File: src/rtl/cfgsw_out_pkg.sv
package cfgsw_out_pkg;
    typedef enum logic [1:0] {
        ST_TRACK = 2'd0,
        ST_FORCE = 2'd1,
        ST_HOLD  = 2'd2
    } out_mode_e;
endpackage

File: src/rtl/cfgsw_sync.sv
module cfgsw_sync #(
    parameter int    STAGES  = 2,
    parameter logic  RST_VAL = 1'b1
) (
    input  logic clk,
    input  logic rst_n,
    input  logic d,
    output logic q
);
    logic [STAGES-1:0] chain;

    always_ff @(posedge clk) begin
        if (!rst_n) begin
            chain <= {STAGES{RST_VAL}};
        end else begin
            chain <= {chain[STAGES-2:0], d};
        end
    end

    assign q = chain[STAGES-1];
endmodule

File: src/rtl/cfgsw_mode_fsm.sv
module cfgsw_mode_fsm
    import cfgsw_out_pkg::*;
(
    input  logic      clk,
    input  logic      rst_n,
    input  logic      sel_s,
    input  logic      ovr_n_s,
    input  logic      aux_now,
    output out_mode_e state,
    output logic      aux_hold
);
    out_mode_e state_nxt;

    always_comb begin
        if (sel_s) begin
            state_nxt = ST_HOLD;
        end else if (!ovr_n_s) begin
            state_nxt = ST_FORCE;
        end else begin
            state_nxt = ST_TRACK;
        end
    end

    always_ff @(posedge clk) begin
        if (!rst_n) begin
            state <= ST_HOLD;
        end else begin
            state <= state_nxt;
        end
    end

    // frozen bit: loads what aux shows while not holding
    always_ff @(posedge clk) begin
        if (!rst_n) begin
            aux_hold <= 1'b0;
        end else begin
            unique case (state)
                ST_TRACK: aux_hold <= aux_now;
                ST_FORCE: aux_hold <= 1'b0;
                ST_HOLD:  aux_hold <= aux_hold;
                default:  aux_hold <= 1'b0;
            endcase
        end
    end
endmodule

File: src/rtl/cfgsw_out_mux.sv
module cfgsw_out_mux
    import cfgsw_out_pkg::*;
#(
    parameter int NSEL = 4
) (
    input  out_mode_e       state,
    input  logic [NSEL-1:0] cfg_low,
    input  logic            cfg_aux,
    input  logic [NSEL-1:0] ext_in,
    input  logic            aux_hold,
    input  logic            bus_oe,
    output logic [NSEL-1:0] sel_out,
    output logic [NSEL-1:0] sel_out_en,
    output logic            aux_out
);
    always_comb begin
        unique case (state)
            ST_TRACK: begin
                sel_out = cfg_low;
                aux_out = cfg_aux;
            end
            ST_FORCE: begin
                sel_out = '0;
                aux_out = 1'b0;
            end
            ST_HOLD: begin
                sel_out = ext_in;
                aux_out = aux_hold;
            end
            default: begin
                sel_out = '0;
                aux_out = 1'b0;
            end
        endcase
    end

    for (genvar i = 0; i < NSEL; i++) begin : g_en
        assign sel_out_en[i] = bus_oe;
    end
endmodule

File: src/rtl/cfgsw_out_unit.sv
module cfgsw_out_unit
    import cfgsw_out_pkg::*;
#(
    parameter int NSEL        = 4,
    parameter int SYNC_STAGES = 2
) (
    input  logic            clk,
    input  logic            rst_n,
    input  logic [NSEL:0]   cfg_word,
    input  logic [NSEL-1:0] ext_in,
    input  logic            sel_raw,
    input  logic            ovr_n_raw,
    input  logic            bus_oe,
    output logic [NSEL-1:0] sel_out,
    output logic [NSEL-1:0] sel_out_en,
    output logic            aux_out
);
    localparam int AUX_BIT = NSEL;

    logic      sel_s;
    logic      ovr_n_s;
    logic      aux_hold;
    out_mode_e mode_st;

    cfgsw_sync #(.STAGES(SYNC_STAGES), .RST_VAL(1'b1)) u_sel_sync (
        .clk(clk), .rst_n(rst_n), .d(sel_raw), .q(sel_s)
    );

    cfgsw_sync #(.STAGES(SYNC_STAGES), .RST_VAL(1'b1)) u_ovr_sync (
        .clk(clk), .rst_n(rst_n), .d(ovr_n_raw), .q(ovr_n_s)
    );

    cfgsw_mode_fsm u_fsm (
        .clk      (clk),
        .rst_n    (rst_n),
        .sel_s    (sel_s),
        .ovr_n_s  (ovr_n_s),
        .aux_now  (cfg_word[AUX_BIT]),
        .state    (mode_st),
        .aux_hold (aux_hold)
    );

    cfgsw_out_mux #(.NSEL(NSEL)) u_mux (
        .state      (mode_st),
        .cfg_low    (cfg_word[NSEL-1:0]),
        .cfg_aux    (cfg_word[AUX_BIT]),
        .ext_in     (ext_in),
        .aux_hold   (aux_hold),
        .bus_oe     (bus_oe),
        .sel_out    (sel_out),
        .sel_out_en (sel_out_en),
        .aux_out    (aux_out)
    );
endmodule

File: config.mk
export PLATFORM = sky130hd
export DESIGN_NAME = cfgsw_out_unit
export DESIGN_NICKNAME = d
export VERILOG_FILES = /design/src/rtl/cfgsw_out_pkg.sv /design/src/rtl/cfgsw_sync.sv /design/src/rtl/cfgsw_mode_fsm.sv /design/src/rtl/cfgsw_out_mux.sv /design/src/rtl/cfgsw_out_unit.sv
export SDC_FILE = /design/constraint.sdc
export NUM_CORES = 1
export LEC_CHECK = 0
export ABC_CLOCK_PERIOD_IN_PS = 1000
export BUFFER_PORTS_ARGS = -buffer_cell sky130_fd_sc_hd__buf_2
export CAP_MARGIN = 20
export CORE_AREA = 4 4 41 43
export DETAILED_ROUTE_END_ITERATION = 6
export DIE_AREA = 0 0 45 47
export GPL_TIMING_DRIVEN = 0
export PLACE_DENSITY_LB_ADDON = 0.25
export SLEW_MARGIN = 40
export SYNTH_ARGS = -nofsm -noshare
export SYNTH_HDL_FRONTEND = slang
export SYNTH_SLANG_ARGS = --single-unit
File: constraint.sdc
create_clock -name clk -period 1 [get_ports clk]
set_input_delay 0.1 -clock clk [delete_from_list [all_inputs] [get_ports clk]]
set_output_delay 0.1 -clock clk [all_outputs]
set_load 0.02 [all_outputs]
== Word level (Yosys, flattened, before mapping) ==
Cells that the tools add are included.

* ROM bits: 0
* Memories kept: 0
* Bits in registers: 7
* Latch bits: 0
* Bits in writable memories: 0
* Bits of input ports: 14

* Multiplexer cells: 3
* Bitwise operators: 1
* Divide/modulo/power cells: 0
* $add $sub $neg: 0
* Magnitude comparators: 0
* Shift operators: 0
* Equality and inequality tests: 1
* Reductions and logical operators: 2
* $mul: 0

{| class="wikitable"
|+ Operator list
! kind !! count
|-
| one-hot mux 4 bit (2 select lines) || 1
|-
| equality test 2 bit, second input constant || 1
|-
| zero test 2 bit || 1
|-
| one-hot mux 1 bit (2 select lines) || 1
|-
| OR reduction 2 bit || 1
|-
| two-way mux 1 bit || 1
|-
| inverter 1 bit || 1
|}

== Depth between registers and ports, before layout ==
Gate-level depths: netlist (run 1).

* Depth after elaboration: 2
* Mapped depth: 3
* Mapped depth without buffers: 2

== By module ==
Synthesis (run 1) repeated with hierarchy kept, for this count alone.

* Cell total of the unflattened synthesis: 30
* Area, all modules: 307.8 sq um

{| class="wikitable"
|+ Modules (own cells, without submodules)
! module !! area each (sq um) !! sequential area each (sq um) !! instances !! cells an instance
|-
| cfgsw_out_mux || 110.1 || 0.0 || 1 || 15
|-
| cfgsw_sync || 52.6 || 40.0 || 2 || 4
|-
| cfgsw_mode_fsm || 92.6 || 60.1 || 1 || 7
|}

== Least setup slack after synthesis (run 1) ==
No wires, ideal clock.

* Path kind: reg-to-output
* From: register u_fsm.state[1]
* To: output aux_out
* Path buffers: 1
* Slack: 62 ps
* Data required time: 900 ps
* Cell stages (with the launch flop): 4
* Arrival: 838 ps
* Cell sequence: dfxtp_1 buf_6 mux2i_1 nor2_1

* Cells in the longest elaborated chain, start to end: 2

{| class="wikitable"
|+ Ends and longest elaborated chain
! element !! line !! source
|-
| start: declaration || cfgsw_mode_fsm.sv:9 || <nowiki>output out_mode_e state,</nowiki>
|-
| start signal: assignment || cfgsw_mode_fsm.sv:28 || <nowiki>state <= state_nxt;</nowiki>
|-
| equality test 2 bit / zero test 2 bit (equally long branches) || cfgsw_out_mux.sv:17 || <nowiki>unique case (state)</nowiki>
|-
| one-hot mux 1 bit (2 select lines) * || cfgsw_out_mux.sv:17 ||
|-
| end: declaration || cfgsw_out_unit.sv:16 || <nowiki>output logic aux_out</nowiki>
|}

Mark *: on every way between the ends. The rest lies on a longest branch, timed or not.

== Worst setup path in the final report (run 1) ==
Ends and elaborated chain as after synthesis.

==> results of run 1 <==
[through the flow]
stage               cell area (sq um)   TNS, ns  worst slack (ns)  total power [mW]  hold WS [ns]
floorplan                         298         0            0.0617             0.362         0.173
global placement                  422  -0.00378          -0.00378             0.406         0.280
detailed placement                422  -0.00665          -0.00665             0.407         0.285
CTS                               477     -1.07            -0.238             0.680        0.0236
global route                      479     -1.34            -0.282             0.716        0.0341
finish                            479    -0.972            -0.223             0.666        0.0301
[layout make-up]
class	count	area (sq um)
fillers	141	822
flip-flops and latches	7	141
multi-input cells	17	129
repair buffers	22	123
plain buffers	5	41.3
clock buffers	4	26.3
well taps	15	18.8
[final timing paths]
kind                                       endpoint  slack, ns  depth (start not counted)
worst max-delay path                        aux_out      -0.22                          4
worst min-delay path            u_ovr_sync.chain[0]       0.03                          2
worst max register to register       u_fsm.aux_hold       0.06                          4
worst min register to register       u_fsm.state[0]       0.38                          1
[sequential cells by signal (all words and copies together) (netlist names)]
signal / flops
u_fsm.aux_hold: 1
u_fsm.state: 2
u_ovr_sync.chain: 2
u_sel_sync.chain: 2
[timing repair]
item / 4_1_cts / 5_1_grt
pin swaps: 2 / 3
setup endpoints to repair: 5 / 5
buffers inserted: 1 / 0
gates resized for setup: 6 / 1
[cell usage after synthesis]
cell and instances:
buf_4 4, buf_6 1, dfxtp_1 7, mux2i_1 5, nand2b_1 5, nor2_1 6, nor3b_2 1
[cells by family (layout without fill, tap and decap cells)]
kind of cell,count (synthesis),count (layout)
buf+inv,5,31
flops,7,7
mux,5,5
simple gates,12,12
[layer usage]
layer | vias up | GRT usage [%] | wire [um] | part of all wire, %
met5 | - | 0 | 0 | 0
met4 | 0 | 3.51 | 0 | 0
met3 | 0 | 7.66 | 141 | 23
met2 | 22 | 8.47 | 235 | 38
met1 | 111 | 7.53 | 236 | 38
li1 | 140 | - | - | -
[power by group]
group | switching, mW | internal (mW) | leakage (nW)
registers | 0.00257 | 0.289 | 0.0571
logic | 0.0565 | 0.0650 | 0.185
clock network | 0.101 | 0.152 | 0.0150
total | 0.160 | 0.506 | 0.257
==> out/results.ini, run 1 <==
[finish]
stdcell_count=70
final_core_util_pct=36.8
final_common_cell=buf_2
layout_common_cells=buf_2, buf_4, nor2_1, dfxtp_1, nand2b_1
nets=70
final_layout_size_suffix_gt1_share_pct=60.0
antenna_cells=0
area_delta_synth_final_pct=60.9

[setup_path]
crit_required_ns=0.90
r2r-start=u_fsm.state[1]
cp.arrival_ns=1.12
cp_top_family=flip-flops
path_cells=buf_6, mux2i_4, nor2_1, buf_4
slowest_stage=dfxtp_2
cp.buffers_inverters=2
path_class=reg2out
startpoint_type=flip-flop
crit_path_start=u_fsm.state[1]
end_kind=output port
cp_slowest_stage_delay_ns=0.32
path_max_fanout=5

[timing]
period_share_pct=122
maxSlewHeadroom_pct=86.3
setup_ws_ns=-0.223
skew_ns=0.00292
worst_slew_pin_slew_ns=0.205
setup_violations=5
grt_setup_unrepaired=yes
slew_viol_final=0
clock.fmax_mhz=818
hold_violations=0
period_minus_slack_ns=1.22

[run_status]
outcome=complete, but fails checks
violations=negative setup slack

[grt]
grt_pass1_wl_um=959
grt_pass1_vias=248
antenna_found_initial=0
grt_max_degree=7
overflow=0
grt_util_all_layers_pct=7.04

[clocking]
cts_tree=yes
htree_levels=1
clock_sinks=7
cts_hold_buf=0
root_buffer=clkbuf_4
cts_max_path_buffers=2
path_clk_slew_ns=0.05
cts-buffers-inserted=3
insertion_delay_ns=0.25

[synth]
ys_seq_area_share_pct=47.1
synth_mux_area_share_pct=16.8
synth_fa_ha_area_share_pct=0
synth_area_per_cell_sq_um=10.3
synth_area_leader_cell=dfxtp_1
syn-instance-count=29
yosys-top-cells-area=dfxtp_1, mux2i_1, nand2b_1
syn-cell-area_sq_um=298
synth_cell_types=7
synth_nets=43
synth_top_family_by_area=simple AND/OR/NAND/NOR gates
yosys.area_share.xor_xnor_pct=0
ys_ff_latch=7
synth_compound_area_share_pct=0
synth_top_cell_area_share_pct=47.1
yosys.area_share.simple_pct=22.3
yosysWarnings=0

[drt]
wl_um=613
wl_per_cell_um=8.76
drt_iter0_drc=10
via_count=273
vias_per_cell=3.90
drtPass1Iterations=4
ant_nets=0
drc=0

[floorplan]
start_util_pct=22.9
dieArea_sq_um=2120
die_w_um=45
chipHeight_um=47
core_area_sq_um=1300
ios=23
rows=13

[placement]
gp_congestion=0.550
dp_hpwl_um=465
io_buffer_count=21
placedCellCount=65

[hold_path]
hp-class=in2reg
hp-start=ovr_n_raw

[power]
p_per_area_nw_per_um2=1390
peakVddDrop_mv=0.953
leakage_nw=0.257

[flow_run]
drv_cap=0

No activity file was read; power rests on OpenSTA's default activity.
==> inputs of run 2 (changes only) <==
Settings changed: ABC_CLOCK_PERIOD_IN_PS 1000 to 1100, CORE_AREA 4 4 41 43 to 2 2 39 41, DIE_AREA 0 0 45 47 to 0 0 41 43.
Clock period 1 ns to 1.1 ns, I/O delays scaled along.
==> out/results.ini, run 2 (same netlist as run 1, synthesis figures left out) <==
[clocking]
cts_tree=yes
htree_levels=1  ; unchanged
cts_hold_buf=0  ; unchanged
cts-buffers-inserted=3  ; unchanged
cts_max_path_buffers=2  ; unchanged
insertion_delay_ns=0.24  ; about the same
clock_sinks=7  ; unchanged
root_buffer=clkbuf_4
path_clk_slew_ns=0.05  ; about the same

[drt]
ant_nets=0  ; unchanged
vias_per_cell=3.76  ; -3.6%
drc=0  ; unchanged
wl_um=549  ; -10%
drt_iter0_drc=5  ; -5
drtPass1Iterations=3  ; -1
via_count=267  ; -2.2%
wl_per_cell_um=7.73  ; -12%

[timing]
setup_ws_ns=-0.128  ; +0.0949 ns
hold_violations=0  ; unchanged
clock.fmax_mhz=814
period_share_pct=112
worst_slew_pin_slew_ns=0.217  ; +0.0126 ns
period_minus_slack_ns=1.23
grt_setup_unrepaired=yes
slew_viol_final=0  ; unchanged
maxSlewHeadroom_pct=85.5  ; -0.84 points
setup_violations=5  ; unchanged
tns_ns=-0.479  ; +0.493 ns
skew_ns=0.000790  ; -0.00213 ns

[grt]
antenna_found_initial=0  ; unchanged
grt_max_degree=7  ; unchanged
grt_util_all_layers_pct=7.05  ; +0.0082 points
overflow=0  ; unchanged
grt_pass1_wl_um=807  ; -16%
grt_pass1_vias=238  ; -4.0%

[power]
peakVddDrop_mv=0.912  ; -4.2%
leakage_nw=0.256  ; -0.52%
p_per_area_nw_per_um2=1240  ; -11%

[finish]
nets=70  ; unchanged
final_layout_size_suffix_gt1_share_pct=60.0  ; unchanged
area_delta_synth_final_pct=62.2
stdcell_count=71  ; +1.4%
top_regs=u_fsm.state x2, u_ovr_sync.chain x2, u_sel_sync.chain x2
antenna_cells=0  ; unchanged
final_common_cell=buf_2
fill_cells=146  ; +3.5%
layout_common_cells=buf_2, buf_4, nor2_1, dfxtp_1, nand2b_1

[setup_path]
crit_path_start=u_fsm.state[1]
path_class=reg2out
end_kind=output port
startpoint_type=flip-flop
timing.rr.end=u_fsm.aux_hold
path_max_fanout=5  ; unchanged
crit_required_ns=0.99  ; +0.09 ns
cp.arrival_ns=1.12  ; about the same
rr_worst_depth=4  ; unchanged
reg2reg_slack_ns=0.16  ; +0.10 ns
r2r-start=u_fsm.state[1]
cp-endpoint=aux_out

[floorplan]
ios=23  ; unchanged
start_util_pct=21.5  ; -1.4 points
rows=14  ; +1
die_w_um=41  ; -8.9%
chipHeight_um=43  ; -8.5%
dieArea_sq_um=1760  ; -17%
core_area_sq_um=1380  ; +6.3%

[hold_path]
hp-class=in2reg

[placement]
placedCellCount=66  ; +1.5%
dp_hpwl_um=413  ; -11%
gp_congestion=0.545  ; -0.82%
io_buffer_count=21  ; unchanged

[flow_run]
drv_cap=0  ; unchanged

[run_status]
outcome=complete, but fails checks
violations=negative setup slack

==> run 2: cell count changes in the layout (fill, tap and decap cells not counted) <==
cell and delta:
buf_2 -1, buf_4 +1
==> run 2: timing repair <==
| action | in CTS | in global routing |
|---|---|---|
| resized for setup | 7 | 1 |
| cloned | 0 | 0 |
| hold endpoints to repair | 0 | 0 |
| setup endpoints to repair | 5 | 5 |
| setup buffers | 1 | 0 |
| pin swaps | 3 | 1 |
==> run 2: stage by stage <==
stage | hold slack [ns] | cell area (sq um) | worst slack [ns] | power [mW] | utilization, %
floorplan | 0.183 | 298 | 0.152 | 0.329 | -
global placement | 0.291 | 423 | 0.0795 | 0.369 | 30.6
detailed placement | 0.296 | 423 | 0.0879 | 0.370 | 30.6
CTS | 0.0396 | 480 | -0.141 | 0.614 | 34.7
global route | 0.0463 | 483 | -0.203 | 0.645 | 34.9
finish | 0.0482 | 483 | -0.128 | 0.598 | 34.9
==> run 2: layout make-up <==
| cell class | count | area [sq um] | area share (%) |
|---|---|---|---|
| clock buffers | 4 | 26.3 | 5.44 |
| plain buffers | 5 | 41.3 | 8.55 |
| flip-flops and latches | 7 | 141 | 29.3 |
| well taps | 16 | 20.0 | 4.15 |
| repair buffers | 22 | 125 | 25.9 |
| multi-input cells | 17 | 129 | 26.7 |
==> run 2: critical path: stages, from the launching register on <==
cell,delay [ns]
dfxtp_2,0.32
buf_6,0.12
mux2i_4,0.22
nor2_1,0.05
buf_4,0.16
==> run 2: how the worst min path moves through the flow <==
stage                    from                   to  cells past startpoint
floorplan               rst_n  u_ovr_sync.chain[0]                      1
global placement    ovr_n_raw  u_ovr_sync.chain[0]                      2
detailed placement  ovr_n_raw  u_ovr_sync.chain[0]                      2
CTS                 ovr_n_raw  u_ovr_sync.chain[0]                      2
global route        ovr_n_raw  u_ovr_sync.chain[0]                      2
finish              ovr_n_raw  u_ovr_sync.chain[0]                      2
==> run 2: report_power, final <==
part	internal (mW)	total [mW]	leakage (nW)	switching, mW
Combinational	0.0610	0.112	0.184	0.0507
Sequential	0.263	0.266	0.0571	0.00250
Clock	0.138	0.221	0.0150	0.0835
==> run 2: layer usage <==
layer  vias to the layer above  part of all wire, %  global-route usage (%)
li1                        140                    -                       -
met1                       109                   41                    6.17
met2                        18                   42                    10.9
met3                         0                   17                    6.81
met4                         0                    0                    2.00
met5                         -                    0                       0
==> inputs of run 3 (changes only) <==
Settings changed: CELL_PAD_IN_SITES_DETAIL_PLACEMENT set to 1, CELL_PAD_IN_SITES_GLOBAL_PLACEMENT set to 2, CORE_AREA 2 2 39 41 to unset, CORE_MARGIN set to 1, CORE_UTILIZATION set to 16, DIE_AREA 0 0 41 43 to unset, REMOVE_ABC_BUFFERS set to 1.
==> out/results.ini, run 3 (same netlist as run 1, synthesis figures left out) <==
[grt]
overflow=0  ; unchanged
grt_pass1_wl_um=897  ; +11%
antenna_found_initial=0  ; unchanged
grt_pass1_vias=220  ; -7.6%
grt_util_all_layers_pct=6.56  ; -0.49 points
grt_max_degree=7  ; unchanged

[floorplan]
die_w_um=45.1  ; +10%
start_util_pct=17.2  ; -4.3 points
dieArea_sq_um=2040  ; +16%
core_area_sq_um=1730  ; +25%
ios=23  ; unchanged
rows=15  ; +1
chipHeight_um=45.1  ; +5.0%

[setup_path]
path_cells=mux2i_2, nor2_1, buf_2
cp.arrival_ns=1.08  ; -0.04 ns
path_class=reg2out
path_max_fanout=5  ; unchanged
startpoint_type=flip-flop
end_kind=output port
crit_required_ns=0.99  ; about the same
slowest_stage=dfxtp_4
cp_slowest_stage_delay_ns=0.39  ; +0.07 ns

[timing]
period_share_pct=108  ; -3.1 points
hold_violations=0  ; unchanged
holdWs_ns=0.0433  ; -0.00486 ns
clock.fmax_mhz=838  ; +2.9%
slew_viol_final=0  ; unchanged
setup_ws_ns=-0.0933  ; +0.0345 ns
period_minus_slack_ns=1.19  ; -0.0345 ns
maxSlewHeadroom_pct=85.3  ; -0.19 points
grt_setup_unrepaired=yes
worst_slew_pin_slew_ns=0.220  ; +0.00287 ns
skew_ns=0.000303  ; -0.000487 ns
setup_violations=5  ; unchanged

[power]
leakage_nw=0.219  ; -14%
peakVddDrop_mv=0.472  ; -48%
swShare_pct=22.7  ; -0.17 points
p_per_area_nw_per_um2=1330  ; +7.5%
pwr-share-clk_pct=39.9  ; +2.9 points
power_switching_mw=0.130  ; -5.1%
finalPower_mw=0.572  ; -4.4%
power_frac_seq_pct=46.4  ; +2.0 points
internal-power_mw=0.442  ; -4.2%
power_frac_comb_pct=13.7  ; -5.0 points

[flow_run]
drv_cap=0  ; unchanged

[finish]
final_common_cell=buf_2
area_delta_synth_final_pct=44.1
antenna_cells=0  ; unchanged
top_regs=u_fsm.state x2, u_ovr_sync.chain x2, u_sel_sync.chain x2
nets=62  ; -11%
layout_common_cells=buf_2, nor2_1, dfxtp_1, nand2b_1, buf_4
final_layout_size_suffix_gt1_share_pct=53.2  ; -6.8 points

[clocking]
cts-buffers-inserted=3  ; unchanged
clock_sinks=7  ; unchanged
root_buffer=clkbuf_4
cts_tree=yes
cts_max_path_buffers=2  ; unchanged
path_clk_slew_ns=0.05  ; about the same
cts_hold_buf=0  ; unchanged
htree_levels=1  ; unchanged
insertion_delay_ns=0.24  ; about the same

[hold_path]
hp-class=in2reg

[placement]
io_buffer_count=17  ; -19%
gp_congestion=0.583  ; +6.9%

[drt]
drt_iter0_drc=2  ; -3
via_count=248  ; -7.1%
ant_nets=0  ; unchanged
wl_um=605  ; +10%
wl_per_cell_um=8.40  ; +8.7%
drc=0  ; unchanged
drtPass1Iterations=2  ; -1
vias_per_cell=3.44  ; -8.4%

[run_status]
outcome=complete, but fails checks
violations=negative setup slack

==> run 3: changes by cell type in the layout (fill, tap and decap cells not counted), sizes merged <==
cell / previous run / this run
buf: 27 / 19
==> run 3: timing repair <==
item / 4_1_cts / 5_1_grt
gates resized for setup: 5 / 1
buffers inserted: 1 / 1
endpoints found under the setup margin: 5 / 5
pin swaps: 2 / 2
==> run 3: power groups by stage <==
| stage | Clock [mW] | Combinational, mW | Sequential, mW |
|---|---|---|---|
| final | 0.228 | 0.0781 | 0.266 |
| after CTS | 0.245 | 0.0759 | 0.266 |
| after detailed placement | 0 | 0.0693 | 0.272 |
| after floorplan | 0 | 0.0343 | 0.271 |
| after global routing | 0.261 | 0.0860 | 0.266 |
| after global placement | 0 | 0.0680 | 0.272 |
==> run 3: final timing paths <==
check                                    startpoint                   to  slack, ns  cells after the start
worst max-delay path                 u_fsm.state[1]              aux_out      -0.09                      3
worst min-delay path                        sel_raw  u_sel_sync.chain[0]       0.04                      2
worst max register to register       u_fsm.state[1]       u_fsm.aux_hold       0.11                      4
worst min register to register  u_ovr_sync.chain[1]       u_fsm.state[0]       0.38                      1
==> run 3: routing by layer <==
layer	up-vias	wire length (um)	global-route usage [%]
met5	-	0	0
met4	0	0	7.27
met3	0	30	1.20
met2	6	334	10.4
met1	118	240	6.83
li1	124	-	-
==> run 3: stage by stage <==
stage	utilization (%)	cell area, sq um	setup WS, ns	instances	setup TNS (ns)
after detailed placement	21.6	373	-0.0109	66	-0.0109
final	24.9	429	-0.0933	72	-0.273
after floorplan	-	256	0.123	24	0
after CTS	24.3	419	-0.0982	71	-0.372
after global routing	24.9	429	-0.159	72	-0.619
after global placement	21.6	373	0.0154	66	0
==> run 3: final cells by class <==
| type | instances | area (sq um) |
|---|---|---|
| fill | 218 | 1300 |
| sequential | 7 | 144 |
| multi-input combinational | 17 | 120 |
| timing repair buffer | 19 | 108 |
| tap | 25 | 31.3 |
| clock buffer | 4 | 26.3 |
==> run 3: critical path: cells and delay by family, from the launching register on <==
kind                   cells  cell delay (ns)
DFF                        1             0.39
and+or+nand+nor            1             0.06
muxes                      1             0.23
buffers and inverters      1             0.16
